## src/rtl/bus_guard_pkg.sv

```systemverilog
package bus_guard_pkg;

  typedef enum logic [1:0] {
    SEQ_RUN   = 2'd0,
    SEQ_RESET = 2'd1,
    SEQ_DOWN  = 2'd2
  } seq_state_t;

  // Bits needed to count 0 .. n-1
  function automatic int width_for(input int n);
    if (n < 2) return 1;
    return $clog2(n);
  endfunction

  // Sticky interrupt update: a new set beats an acknowledge
  function automatic logic irq_next(input logic cur, input logic set, input logic ack);
    return set | (cur & ~ack);
  endfunction

endpackage

```

## src/rtl/idle_timer.sv

```systemverilog
module idle_timer
  import bus_guard_pkg::*;
#(
  parameter int LIMIT = 8
) (
  input  logic clk,
  input  logic rst_n,
  input  logic touch,
  output logic expired
);

  localparam int CW = width_for(LIMIT);
  localparam logic [CW-1:0] LAST = CW'(LIMIT - 1);

  logic [CW-1:0] idle_cnt;

  // Fires on the edge that would complete LIMIT idle cycles
  assign expired = !touch && (idle_cnt == LAST);

  always_ff @(posedge clk or negedge rst_n) begin
    if (!rst_n)                idle_cnt <= '0;
    else if (touch || expired) idle_cnt <= '0;
    else                       idle_cnt <= idle_cnt + 1'b1;
  end

  // an access always restarts the count
  a_r2_touch_restarts: assert property (@(posedge clk) disable iff (!rst_n)
    touch |=> (idle_cnt == '0));

  // after firing, a full window is needed again
  a_r1_no_back_to_back: assert property (@(posedge clk) disable iff (!rst_n)
    expired |=> !expired);

endmodule

```

## src/rtl/restart_seq.sv

```systemverilog
module restart_seq
  import bus_guard_pkg::*;
#(
  parameter int RESET_CYCLES = 16
) (
  input  logic clk,
  input  logic rst_n,
  input  logic power_good,
  input  logic bus_expired,
  input  logic irq_ack,
  output logic master_reset,
  output logic restore_irq,
  output logic pfail_irq
);

  localparam int RW = width_for(RESET_CYCLES);
  localparam logic [RW-1:0] RLAST = RW'(RESET_CYCLES - 1);

  seq_state_t    state, state_nxt;
  logic [RW-1:0] rcnt;
  logic          pg_q;
  logic          pg_fall, pg_rise;
  logic          reset_done;
  logic          restore_set;

  assign pg_fall    = pg_q && !power_good;
  assign pg_rise    = !pg_q && power_good;
  assign reset_done = (state == SEQ_RESET) && (rcnt == RLAST);
  assign master_reset = (state == SEQ_RESET);

  always_comb begin
    state_nxt   = state;
    restore_set = 1'b0;
    if (pg_fall) begin
      state_nxt = SEQ_DOWN;
    end else begin
      case (state)
        SEQ_RUN:   if (bus_expired) state_nxt = SEQ_RESET;
        SEQ_DOWN:  if (pg_rise)     state_nxt = SEQ_RESET;
        SEQ_RESET: if (reset_done) begin
                     state_nxt   = SEQ_RUN;
                     restore_set = 1'b1;
                   end
        default:   state_nxt = SEQ_RUN;
      endcase
    end
  end

  always_ff @(posedge clk or negedge rst_n) begin
    if (!rst_n) begin
      state       <= SEQ_RUN;
      rcnt        <= '0;
      pg_q        <= 1'b1;
      restore_irq <= 1'b0;
      pfail_irq   <= 1'b0;
    end else begin
      state       <= state_nxt;
      pg_q        <= power_good;
      rcnt        <= (master_reset && !reset_done && !pg_fall) ? rcnt + 1'b1 : '0;
      restore_irq <= irq_next(restore_irq, restore_set, irq_ack);
      pfail_irq   <= irq_next(pfail_irq, pg_fall, irq_ack);
    end
  end

  // interrupt only after the reset has been released
  a_r3_irq_follows_reset: assert property (@(posedge clk) disable iff (!rst_n)
    $rose(restore_irq) |-> ($past(master_reset) && !master_reset));

  // interrupt held until acknowledged
  a_r4_irq_held: assert property (@(posedge clk) disable iff (!rst_n)
    (restore_irq && !irq_ack) |=> restore_irq);

  // power fall raises the power-fail interrupt
  a_r5_fall_raises_pfail: assert property (@(posedge clk) disable iff (!rst_n)
    pg_fall |=> pfail_irq);

  // no restart while power stays down
  a_r6_down_blocks_reset: assert property (@(posedge clk) disable iff (!rst_n)
    (state == SEQ_DOWN && !pg_rise) |=> !master_reset);

  // power fail beats a simultaneous timeout
  a_r8_fail_wins: assert property (@(posedge clk) disable iff (!rst_n)
    (pg_fall && bus_expired) |=> (!master_reset && pfail_irq));

endmodule

```

## src/rtl/drv_gate.sv

```systemverilog
module drv_gate (
  input  logic clk,
  input  logic rst_n,
  input  logic port_access,
  input  logic port_expired,
  output logic drv_enable
);

  always_ff @(posedge clk or negedge rst_n) begin
    if (!rst_n)            drv_enable <= 1'b1;
    else if (port_expired) drv_enable <= 1'b0;
    else if (port_access)  drv_enable <= 1'b1;
  end

  // expiry disconnects the drivers
  a_r9_expiry_drops: assert property (@(posedge clk) disable iff (!rst_n)
    port_expired |=> !drv_enable);

  // an access reconnects them
  a_r10_access_restores: assert property (@(posedge clk) disable iff (!rst_n)
    port_access |=> drv_enable);

endmodule

```

## src/rtl/bus_guard.sv

```systemverilog
module bus_guard #(
  parameter int IDLE_CYCLES  = 200_000_000,
  parameter int PORT_CYCLES  = 200_000_000,
  parameter int RESET_CYCLES = 16
) (
  input  logic clk,
  input  logic rst_n,
  input  logic bus_access,
  input  logic port_access,
  input  logic power_good,
  input  logic irq_ack,
  output logic master_reset,
  output logic restore_irq,
  output logic pfail_irq,
  output logic drv_enable
);

  logic bus_expired;
  logic port_expired;

  idle_timer #(.LIMIT(IDLE_CYCLES)) u_bus_timer (
    .clk     (clk),
    .rst_n   (rst_n),
    .touch   (bus_access),
    .expired (bus_expired)
  );

  idle_timer #(.LIMIT(PORT_CYCLES)) u_port_timer (
    .clk     (clk),
    .rst_n   (rst_n),
    .touch   (port_access),
    .expired (port_expired)
  );

  restart_seq #(.RESET_CYCLES(RESET_CYCLES)) u_seq (
    .clk          (clk),
    .rst_n        (rst_n),
    .power_good   (power_good),
    .bus_expired  (bus_expired),
    .irq_ack      (irq_ack),
    .master_reset (master_reset),
    .restore_irq  (restore_irq),
    .pfail_irq    (pfail_irq)
  );

  drv_gate u_drv (
    .clk          (clk),
    .rst_n        (rst_n),
    .port_access  (port_access),
    .port_expired (port_expired),
    .drv_enable   (drv_enable)
  );

  // quiet outputs straight out of reset
  a_r11_reset_quiet: assert property (@(posedge clk)
    $rose(rst_n) |-> (!master_reset && !restore_irq && !pfail_irq && drv_enable));

endmodule

```

## config.mk

```make
export PLATFORM = sky130hd
export DESIGN_NAME = bus_guard
export DESIGN_NICKNAME = d
export VERILOG_FILES = /design/src/rtl/bus_guard_pkg.sv /design/src/rtl/idle_timer.sv /design/src/rtl/restart_seq.sv /design/src/rtl/drv_gate.sv /design/src/rtl/bus_guard.sv
export SDC_FILE = /design/constraint.sdc
export NUM_CORES = 1
export LEC_CHECK = 0
export BUFFER_PORTS_ARGS = -buffer_cell sky130_fd_sc_hd__buf_2
export CORE_MARGIN = 2
export CORE_UTILIZATION = 56
export DETAILED_ROUTE_END_ITERATION = 10
export PLACE_DENSITY = 0.76
export SETUP_SLACK_MARGIN = 0.1
export SLEW_MARGIN = 40
export SYNTH_ARGS = -nofsm -noshare
export SYNTH_HDL_FRONTEND = slang
export SYNTH_HIERARCHICAL = 1
export SYNTH_SLANG_ARGS = --single-unit
```

## constraint.sdc

```tcl
create_clock -name clk -period 1.9 [get_ports clk]
set_input_delay 0.475 -clock clk [delete_from_list [all_inputs] [get_ports clk]]
set_output_delay 0.475 -clock clk [all_outputs]
set_load 0.1 [all_outputs]
```

# Word level (Yosys, flattened, before mapping)
# Index checks and enable logic that the tools add are counted.
# Widths: inputs -> output; s select.
[word_totals] reg_bits=66 out_inout_bits=4
[classes] n_mux=13 addsub=3 eq_ne=8 n_reduce_logical=18 n_bitwise=5
[ops] operator="$add 28x1->28 const B" count=2
[ops] operator="$eq 28x28->1 const B" count=2
[ops] operator="$mux 28" count=2
[ops] operator="$mux 2" count=4
[ops] operator="$logic_and 1x1->1" count=7
[ops] operator="$logic_not 1->1" count=6
[ops] operator="$pmux 2 s3" count=1
[ops] operator="$mux 1" count=5
[ops] operator="$add 4x1->4 const B" count=1
[ops] operator="$eq 4x4->1 const B" count=1
[ops] operator="$mux 4" count=1
[ops] operator="$ne 3x1->1 const B" count=1
[ops] operator="$ne 3x2->1 const B" count=1
[ops] operator="$ne 3x3->1 const B" count=1
[ops] operator="$reduce_and 3->1" count=1
[ops] operator="$and 1x1->1" count=2
[ops] operator="$eq 2x1->1 const B" count=1
[ops] operator="$eq 2x2->1 const B" count=1
[ops] operator="$logic_not 2->1" count=1
[ops] operator="$logic_or 1x1->1" count=2
[ops] operator="$or 1x1->1" count=2
[ops] operator="$reduce_bool 2->1" count=1
[ops] operator="$not 1->1" count=1

# Longest topological paths before layout
# Gate-level depths: netlist (run 1).
[depth] word_depth=6 mapped_depth=8 mapped_depth_nobuf=7

# By module
# The synthesis (run 1) kept the hierarchy.
[by_module_without_submodules] module="idle_timer at u_port_timer" cells_per_inst=175 area_per_inst_um2=1586.5 n_inst=1
[by_module_without_submodules] module="idle_timer at u_bus_timer" cells_per_inst=175 area_per_inst_um2=1566.5 n_inst=1
[by_module_without_submodules] module="restart_seq" cells_per_inst=34 area_per_inst_um2=394.1 n_inst=1
[by_module_without_submodules] module="drv_gate" cells_per_inst=2 area_per_inst_um2=36.3 n_inst=1

# Worst setup path before layout (run 1)
# Ideal clock, no wire load.
[synth_timing] path_kind="register to output" from="reg u_seq.state[1]" to="out master_reset" path_slack_ps=-336 arrival_time_ps=1761 required_time_ps=1425 stages_incl_launch_ff=2 path_cell_list="dfrtp_1 nor2b_1"
[synth_via] elab_chain_cells=1
[synth_rtl] element="start: declaration" line="restart_seq.sv:19" text="seq_state_t state, state_nxt;"
[synth_rtl] element="start signal: assignment" line="restart_seq.sv:57" text="state <= state_nxt;"
[synth_rtl] element="$eq 2x1->1" line="restart_seq.sv:29" text="assign master_reset = (state == SEQ_RESET);"
[synth_rtl] element="end: declaration" line="bus_guard.sv:12" text="output logic master_reset,"
# No other way between the ends.

# Final worst setup path (run 1)
[layout_timing] from="reg u_bus_timer.idle_cnt[13]" to="reg u_bus_timer.idle_cnt[21]"
[layout_via] elab_chain_cells=4
[layout_rtl] element="start: declaration" line="idle_timer.sv:15" text="logic [CW-1:0] idle_cnt;"
[layout_rtl] element="start signal: assignment" line="idle_timer.sv:23" text="else idle_cnt <= idle_cnt + 1'b1;"
[layout_rtl] element="branches (longest 3 deep; another with $add 28x1->28)"
[layout_rtl] element="$mux 28 *" line="idle_timer.sv:22" text="else if (touch || expired) idle_cnt <= '0;"
# Mark *: on every way between the ends.
# A chain may end at the register's enable or synchronous reset.

==> results of run 1 <==
[cells in the mapped netlist (2+ instances only)]
master	n	share of area
a21o_1	2	0.0042
a21oi_1	25	0.035
a22oi_1	2	0.0042
a31oi_1	4	0.0070
a41oi_1	2	0.0049
and2_1	4	0.0070
and3_1	6	0.010
and4_1	6	0.015
and4_2	2	0.0056
buf_2	4	0.0056
clkbuf_1	16	0.017
dfrtp_1	64	0.45
dfstp_2	2	0.015
ha_1	4	0.014
inv_1	16	0.017
nand2_1	24	0.025
nand2b_1	3	0.0052
nand3_1	25	0.035
nand4_1	21	0.037
nand4_2	2	0.0070
nor2_1	30	0.031
nor2b_1	4	0.0070
nor3_1	5	0.0070
nor4_1	7	0.012
nor4b_1	2	0.0049
o211ai_1	2	0.0042
o21ai_0	11	0.015
o21ai_1	3	0.0042
o31ai_1	21	0.044
o32ai_1	4	0.0098
or2_2	3	0.0052
or3_1	6	0.010
or4_1	20	0.042
xnor2_1	7	0.017
xor2_1	11	0.027
[final cells by class]
| type | instances | share of cell area |
|---|---|---|
| inverters | 16 | 0.0135 |
| repair buffers | 65 | 0.109 |
| multi-input cells | 284 | 0.444 |
| clock inverters | 3 | 0.00338 |
| flip-flops and latches | 66 | 0.374 |
| clock buffers | 12 | 0.0349 |
| well taps | 77 | 0.0217 |
[what timing repair did]
item | in CTS | in global routing
hold endpoints to repair | 0 | 0
gates cloned | 0 | 1
pin swaps | 1 | 4
resized for setup | 5 | 43
setup endpoints to repair | 14 | 47
setup buffers | 5 | 9
[per-layer routing]
| metal | track usage | vias to the layer above | share of wire |
|---|---|---|---|
| li1 | - | 1561 | - |
| met1 | 0.341 | 1642 | 0.43 |
| met2 | 0.420 | 102 | 0.49 |
| met3 | 0.0396 | 20 | 0.050 |
| met4 | 0.119 | 0 | 0.025 |
| met5 | 0 | - | 0 |
[kinds of logic after synthesis]
logic type      share of synthesized area
mux                               0.00628
xor+xnor                           0.0440
buf+inv                            0.0391
flops                               0.462
compound gates                      0.142
simple gates                        0.293
fa+ha+maj                          0.0140
[power by group through the flow]
stage	sequential, mW	combinational (mW)	clock [mW]
2_1_floorplan	1.50	0.120	0
3_3_place_gp	1.49	0.209	0
3_5_place_dp	1.50	0.213	0
4_1_cts	1.47	0.217	1.08
5_1_grt	1.48	0.245	1.15
6_report	1.47	0.222	1.07
[sequential cells by signal (all words and copies together) (netlist names)]
name	flops
u_seq/pg_q	1
u_port_timer/idle_cnt	28
u_drv/drv_enable	1
u_bus_timer/idle_cnt	28
u_seq/pfail_irq	1
u_seq/state	2
u_seq/restore_irq	1
u_seq/rcnt	4
[per-stage QoR]
stage          setup TNS [ns]  power (mW)  hold WS [ns]
6_report                    0        2.76         0.112
5_1_grt              -0.00855        2.87         0.168
4_1_cts                     0        2.77         0.138
3_5_place_dp                0        1.71         0.466
3_3_place_gp                0        1.70         0.444
2_1_floorplan               0        1.62         0.179
[critical path, delay by kind of cell (launching register included)]
family	cells	cell delay (ns)
AO/OA/AOI/OAI	2	0.27
AND/OR/NAND/NOR	2	0.44
buffers and inverters	3	0.55
flip-flops	1	0.44
[path summary, 6_finish.rpt]
kind / from / end / slack (ns) / depth (start not counted)
setup / recovery: u_bus_timer/idle_cnt[13] / u_bus_timer/idle_cnt[21] / 0.06 / 7
hold / removal: rst_n / u_bus_timer/idle_cnt[11] / 0.11 / 2
setup reg to reg: u_bus_timer/idle_cnt[13] / u_bus_timer/idle_cnt[21] / 0.06 / 7
hold reg to reg: u_seq/rcnt[0] / u_seq/rcnt[0] / 0.46 / 1
max in group asynchronous: rst_n / u_drv/drv_enable / 1.44 / 2
min in group clk: power_good / u_seq/pg_q / 0.23 / 1
==> flow_summary.toml, run 1 <==
[routing]
drtAntennaViolNets = 0
vias_per_cell = 6.36
avgRoutedWirePerCell_um = 17.1
firstDrtPassIters = 4
wirelength_um = 8950
drc = 0
drt_first_iter_violations = 330
num_vias = 3325

[cells_and_area]
multi_input_comb_area_um2 = 1970
drive_gt1_frac = 0.300
area_delta_synth_final_pct = 24.1
regArea_um2 = 1660
fin_util = 0.708
n_antenna_cell = 0
final_cell_mix = "dfrtp_1 (58), buf_4 (55), nor2_1 (29), nand2_1 (23)"
stdcell_count = 523
finalNetCount = 452
fillers = 462
final_common_cell = "dfrtp_1"
fin_area_um2 = 4450

[floorplanning]
num_rows = 29
coreArea_um2 = 6280
start_util = 0.571
die_x_um = 84.0
die_y_um = 84.0
io_pins = 10
dieArea_um2 = 7060

[place]
dpl.hpwl_um = 5670
pre_cts_ws_ns = 0.0212
portBuffers = 9
place.gp.congestion = 0.894
dp_cells = 493
dpl_cell_area_um2 = 3970

[global_route]
grt_max_degree = 67
grt_pass1_vias = 3254
antenna_found_initial = 0
grt_usage = 0.258
overflow = 0
grt_pass1_wl_um = 14700

[pwr]
vdd_drop_max_mv = 0.444
p_seq_frac = 0.533
internal-power_mw = 2.04
switching_share = 0.259
pwr-share-clk = 0.386
p_sw_mw = 0.713
p_leak_nw = 1.82
comb_power_share = 0.080
power_density_nw_per_um2 = 620

[synth]
ys_ff_latch = 66
synth_area_um2 = 3580
synth.avg_cell_area_um2 = 9.28
synth_enable_flop_cells = 0
synthFlopType = "dfrtp_1"
synthCells = 386
ys_types = 51
syn_nets = 396
yosysSeqAreaShare = 0.462
async_flop_share = 1.00
yosys_warnings = 6

[worst_setup_path]
end_kind = "flip-flop"
cpPeakStageDelay_ns = 0.44
crit_path_max_fanout = 7
worst-setup-path-type = "flip-flop to flip-flop"
crit_chain = "buf_4 -> nor4_2 -> nand4_1 -> buf_4 -> o21ai_2 -> buf_4 -> a21oi_1"
critPathLaunchType = "flip-flop"
slowest_stage = "dfrtp_1"
cp_data_arrival_time_ns = 2.06
crit_top_cell = "buf_4"
worstPathRequired_ns = 2.13

[sta]
slew_violations = 0
skew_ns = 0.0102
post-route-period-util = 0.966
fmax_mhz = 545
hold_viol_final = 0
period_minus_slack_ns = 1.84
max_slew_margin = 0.675
finalSetupViolCount = 0
setup_ws_ns = 0.0640
rsz0062_at_grt = "yes"
worst_pin_slew_ns = 0.491

[hold_path]
hp-class = "input pin to async pin"

[run_status]
status = "complete, no violations"

[cts]
hold_buffers = 0
cts_tree = "done"
cts_buffers = 9
clk_pin_slew_worst_paths_ns = 0.07
clkSinkCount = 66
clk_latency_ns = 0.35
htree_levels = 3
clock_tree.root_cell = "clkbuf_8"
clk_path_buf_depth = 2

[job]
drv_cap = 0
No activity file was read; power rests on OpenSTA's default activity.
==> run 2, diff against run 1 <==
--- a/config.mk
+++ b/config.mk
@@ -5,11 +5,12 @@
 export SDC_FILE = /design/constraint.sdc
 export NUM_CORES = 1
 export LEC_CHECK = 0
+export ABC_AREA = 1
 export BUFFER_PORTS_ARGS = -buffer_cell sky130_fd_sc_hd__buf_2
 export CORE_MARGIN = 2
-export CORE_UTILIZATION = 56
+export CORE_UTILIZATION = 57
 export DETAILED_ROUTE_END_ITERATION = 10
-export PLACE_DENSITY = 0.76
+export PLACE_DENSITY = 0.77
 export SETUP_SLACK_MARGIN = 0.1
 export SLEW_MARGIN = 40
 export SYNTH_ARGS = -nofsm -noshare
==> run 2 against run 1 <==
  * Sequential power hardly changed
  * Synthesized cell count grew 46%
  * Combinational power increased by 51%
  * Clock-buffer cell count fell by 3
  * Flip-flop and latch count unchanged
  * Critical endpoint is now master_reset
==> flow_summary.toml, run 2 <==
[cts]
cts_tree = "done"
clk_latency_ns = 0.34
clk_pin_slew_worst_paths_ns = 0.08
cts_buffers = 9
hold_buffers = 0
clkSinkCount = 66
clk_path_buf_depth = 2
htree_levels = 3
clock_tree.root_cell = "clkbuf_8"

[worst_setup_path]
worstPathRequired_ns = 1.42
r2r_slack_ns = 0.19
critPathLaunchType = "flip-flop"
cp_data_arrival_time_ns = 1.23
worst_r2r_path_depth = 8
end_kind = "output port"
crit_path_max_fanout = 3
worst-setup-path-type = "flip-flop to output port"

[sta]
worst_pin_slew_ns = 0.488
post-route-period-util = 0.900
setup_tns_ns = 0
slew_violations = 0
rsz0062_at_grt = "no"
setup_ws_ns = 0.191
skew_ns = 0.0138
max_slew_margin = 0.677
period_minus_slack_ns = 1.71
hold_viol_final = 0
fmax_mhz = 585
finalSetupViolCount = 0

[synth]
async_flop_share = 1.00
synth_xor_area_frac = 0.0531
yosysSeqAreaShare = 0.401
yosys_warnings = 6
synth.area.top_cells = "dfrtp_1 (39%), nand2_1 (16%), nor2_1 (10%)"
synth_top_family_by_area = "simple AND/OR/NAND/NOR gates"
synthAdderAreaFrac = 0.0121
syn_nets = 575
synth_most_common_cell = "nand2_1"
synthMuxAreaShare = 0
synth.top_cells.by_count = "nand2_1 (175), nor2_1 (110), dfrtp_1 (64), inv_1 (51), nor2_2 (43)"
ys_types = 22
synthCells = 565
synth_area_um2 = 4120
synthSimpleGateAreaFrac = 0.446
yosysTopAreaCell = "dfrtp_1"
synth_enable_flop_cells = 0
ys_ff_latch = 66
synthFlopType = "dfrtp_1"
synth.avg_cell_area_um2 = 7.29
synth_compound_area_frac = 0.0176
synth.top_cell.area_share = 0.389

[routing]
num_vias = 3519
drc = 0
wirelength_um = 8650
firstDrtPassIters = 5
drtAntennaViolNets = 0
vias_per_cell = 5.15
avgRoutedWirePerCell_um = 12.7
drt_first_iter_violations = 293

[job]
drv_cap = 0

[cells_and_area]
area_delta_synth_final_pct = 8.26
top_regs = "u_bus_timer/idle_cnt x28, u_port_timer/idle_cnt x28, u_seq/rcnt x4"
drive_gt1_frac = 0.177
final_cell_mix = "nand2_1 (175), nor2_1 (110), dfrtp_1 (63), inv_1 (51), nor2_2 (43)"
n_antenna_cell = 0
finalNetCount = 592
final_common_cell = "nand2_1"

[place]
portBuffers = 9
dpl.hpwl_um = 6120
place.gp.congestion = 0.948
pre_cts_ws_ns = 0.171

[pwr]
p_sw_mw = 0.878
p_seq_frac = 0.474
power_density_nw_per_um2 = 710
vdd_drop_max_mv = 0.757
p_leak_nw = 1.87
pwr-share-clk = 0.419
comb_power_share = 0.106
switching_share = 0.277
internal-power_mw = 2.29

[floorplanning]
die_y_um = 89.0
num_rows = 30
dieArea_um2 = 7920
start_util = 0.597
die_x_um = 89.0
coreArea_um2 = 6910
io_pins = 10

[global_route]
grt_usage = 0.240
antenna_found_initial = 0
grt_pass1_vias = 3212
grt_pass1_wl_um = 14800
overflow = 0
grt_max_degree = 67

[run_status]
status = "complete, no violations"

[hold_path]
hp-class = "input pin to async pin"
==> run 2: cell count changes after synthesis, moves of 20 or more <==
| cell | previous run | this run |
|---|---|---|
| nand2_1 | 24 | 175 |
| nor2_1 | 30 | 110 |
| nor2_2 | 1 | 43 |
| inv_1 | 16 | 51 |
| a21oi_1 | 25 | 0 |
| o31ai_1 | 21 | 0 |
| nand4_1 | 21 | 1 |
| or4_1 | 20 | 0 |
==> run 2: final timing paths <==
kind / startpoint / endpoint
min: rst_n / u_port_timer/idle_cnt[23]
max: u_seq/state[1] / master_reset
max in group asynchronous: rst_n / u_drv/drv_enable
min reg2reg: u_seq/pfail_irq / u_seq/pfail_irq
max reg2reg: u_port_timer/idle_cnt[0] / u_port_timer/idle_cnt[13]
min in group clk: power_good / u_seq/pg_q
==> run 2: cells by family after synthesis <==
logic type               Yosys count
flip-flops                        66
XOR/XNOR                          25
adder cells (fa/ha/maj)            4
AO/OA/AOI/OAI                     11
buffers and inverters             59
AND/OR/NAND/NOR                  400
==> run 2: final cells by class <==
| class | count | area [µm²] |
|---|---|---|
| clock inverter | 7 | 100 |
| multi-input combinational | 440 | 2180 |
| inverter | 55 | 206 |
| clock buffer | 9 | 124 |
| sequential | 66 | 1660 |
| fill | 613 | 2450 |
| tap | 96 | 120 |
| timing repair buffer | 10 | 70.1 |
==> run 2: repair_timing <==
action                     4_1_cts  5_1_grt
setup buffers                    0        0
pin swaps                        0        0
gates resized for setup          1        4
setup endpoints to repair        1       36
==> run 2: power groups by stage <==
stage               Clock [mW]  Sequential (mW)  Combinational, mW
floorplan                    0             1.53              0.255
global placement             0             1.53              0.326
detailed placement           0             1.53              0.330
CTS                       1.36             1.50              0.340
global route              1.41             1.51              0.372
finish                    1.33             1.50              0.336
==> run 2: critical path: stages, from the launching register on <==
cell and delay (ns):
dfrtp_1 0.41, inv_1 0.08, nand2_1 0.06, inv_2 0.07, buf_4 0.28
==> run 2: per-layer routing <==
metal	vias to the layer above	track usage	wire, µm	share of wire
met2	122	0.357	3850	0.45
li1	1759	-	-	-
met5	-	0	0	0
met3	15	0.0452	600	0.069
met1	1623	0.359	4110	0.47
met4	0	0.0746	91	0.011
==> run 2: metrics by stage <==
step	util	cells	total power, mW	hold WS [ns]	instance area, µm²
after CTS	0.645	683	3.20	0.145	4450
after floorplan	-	565	1.79	0.179	4120
final	0.646	683	3.17	0.145	4460
after detailed placement	0.612	667	1.86	0.463	4230
after global routing	0.646	683	3.30	0.165	4460
after global placement	0.612	667	1.85	0.467	4230
==> run 3, diff against run 2 <==
--- a/config.mk
+++ b/config.mk
@@ -7,7 +7,6 @@
 export LEC_CHECK = 0
 export ABC_AREA = 1
 export BUFFER_PORTS_ARGS = -buffer_cell sky130_fd_sc_hd__buf_2
-export CORE_MARGIN = 2
 export CORE_UTILIZATION = 57
 export DETAILED_ROUTE_END_ITERATION = 10
 export PLACE_DENSITY = 0.77
==> run 3 against run 2 <==
  * Worst hold slack worse by 0.016 ns
  * Critical endpoint is now drv_enable
  * Clock skew increased by 0.0013 ns
  * Largest power group unchanged
  * Cell count grew 0.15%
==> flow_summary.toml, run 3 (synthesized netlist as in run 2, its figures left out) <==
[cts]
htree_levels = 3
clk_latency_ns = 0.34
cts_buffers = 9
clk_pin_slew_worst_paths_ns = 0.08
cts_setup_buffers = 0
clk_path_buf_depth = 2
cts_tree = "done"
hold_buffers = 0
clock_tree.root_cell = "clkbuf_8"
clkSinkCount = 66

[floorplanning]
die_x_um = 87.0
coreArea_um2 = 6910
io_pins = 10
die_y_um = 87.0
num_rows = 30
start_util = 0.597
dieArea_um2 = 7570

[worst_setup_path]
crit_chain = "buf_2"
cp_data_arrival_time_ns = 1.30
end_kind = "output port"
worst-setup-path-type = "flip-flop to output port"
path_buf_inv = 1
crit_path_max_fanout = 2
cpPeakStageDelay_ns = 0.54
slowest_stage = "dfstp_2"
critPathLaunchType = "flip-flop"
crit_family = "flip-flops"
worstPathRequired_ns = 1.42

[cells_and_area]
fin_area_um2 = 4470
top_regs = "u_bus_timer/idle_cnt x28, u_port_timer/idle_cnt x28, u_seq/rcnt x4"
final_cell_mix = "nand2_1 (175), nor2_1 (110), dfrtp_1 (64), inv_1 (51), nor2_2 (43)"
area_delta_synth_final_pct = 8.44
finalNetCount = 593
fillers = 613
stdcell_count = 684
drive_gt1_frac = 0.177
n_antenna_cell = 0
final_common_cell = "nand2_1"

[sta]
post-route-period-util = 0.933
fmax_mhz = 564
max_slew_margin = 0.637
finalSetupViolCount = 0
slew_violations = 0
setup_tns_ns = 0
hold_viol_final = 0
worst_pin_slew_ns = 0.544
period_minus_slack_ns = 1.77
setup_ws_ns = 0.127
rsz0062_at_grt = "no"
skew_ns = 0.0152

[routing]
drt_first_iter_violations = 304
drtAntennaViolNets = 0
firstDrtPassIters = 5
num_vias = 3474
vias_per_cell = 5.08
wirelength_um = 8630
avgRoutedWirePerCell_um = 12.6
drc = 0

[place]
place.gp.congestion = 0.948
dp_cells = 668
dpl_cell_area_um2 = 4220
portBuffers = 9
pre_cts_ws_ns = 0.213
dpl.hpwl_um = 6460

[run_status]
status = "complete, no violations"

[global_route]
grt_pass1_wl_um = 15000
grt_max_degree = 44
overflow = 0
grt_pass1_vias = 3255
antenna_found_initial = 0
grt_usage = 0.256

[hold_path]
hp-class = "input pin to async pin"

[pwr]
p_leak_nw = 1.88
power_density_nw_per_um2 = 732
vdd_drop_max_mv = 0.853

[job]
drv_cap = 0
## run 3: changes by cell type in the layout (fill, tap and decap cells not counted)
cell,change
buf_4,+2
clkinv_4,-2
buf_12,-1
buf_2,+1
bufinv_16,+1
clkbuf_4,-1
clkinv_2,+1
clkinvlp_4,+1
dfrtp_1,+1
dfrtp_2,-1
inv_6,-1
## run 3: final timing paths
kind / to / slack (ns) / cells past startpoint / from
setup / recovery: drv_enable / 0.13 / 1 / u_drv/drv_enable
hold / removal: u_bus_timer/idle_cnt[9] / 0.13 / 2 / rst_n
setup reg to reg: u_bus_timer/idle_cnt[14] / 0.24 / 6 / u_bus_timer/idle_cnt[0]
hold reg to reg: u_seq/pfail_irq / 0.49 / 2 / u_seq/pfail_irq
max in group asynchronous: u_bus_timer/idle_cnt[24] / 1.30 / 2 / rst_n
min in group clk: u_seq/pg_q / 0.24 / 1 / power_good
## run 3: timing repair
action                                  4_1_cts  5_1_grt
resized for setup                             1        2
endpoints found under the setup margin        1       15
endpoints found under the hold margin         0        0
cloned                                        0        0
## run 3: layout make-up
cell class              count  area, µm²  area share
repair buffers             11       62.6      0.0140
inverters                  55        206      0.0462
multi-input cells         440       2180       0.489
clock inverters             7        116      0.0260
well taps                  96        120      0.0269
clock buffers               9        124      0.0277
flip-flops and latches     66       1650       0.370
## run 3: where the power goes
| part | internal (mW) | total (mW) | switching (mW) |
|---|---|---|---|
| sequential | 1.45 | 1.50 | 0.0509 |
| combinational | 0.0855 | 0.333 | 0.247 |
| clock | 0.871 | 1.43 | 0.562 |
## run 3: metrics by stage
step                       util  total power [mW]  hold slack, ns
after floorplan               -              1.79           0.179
after CTS                 0.646              3.30           0.138
after global routing      0.647              3.39           0.154
after global placement    0.611              1.85           0.455
final                     0.647              3.27           0.129
after detailed placement  0.611              1.86           0.470
## run 3: layer usage
metal / wire, µm / vias up / GRT usage
met1: 4220 / 1613 / 0.382
met3: 504 / 10 / 0.0389
met2: 3790 / 89 / 0.373
li1: - / 1762 / -
met5: 0 / - / 0
met4: 113 / 0 / 0.102
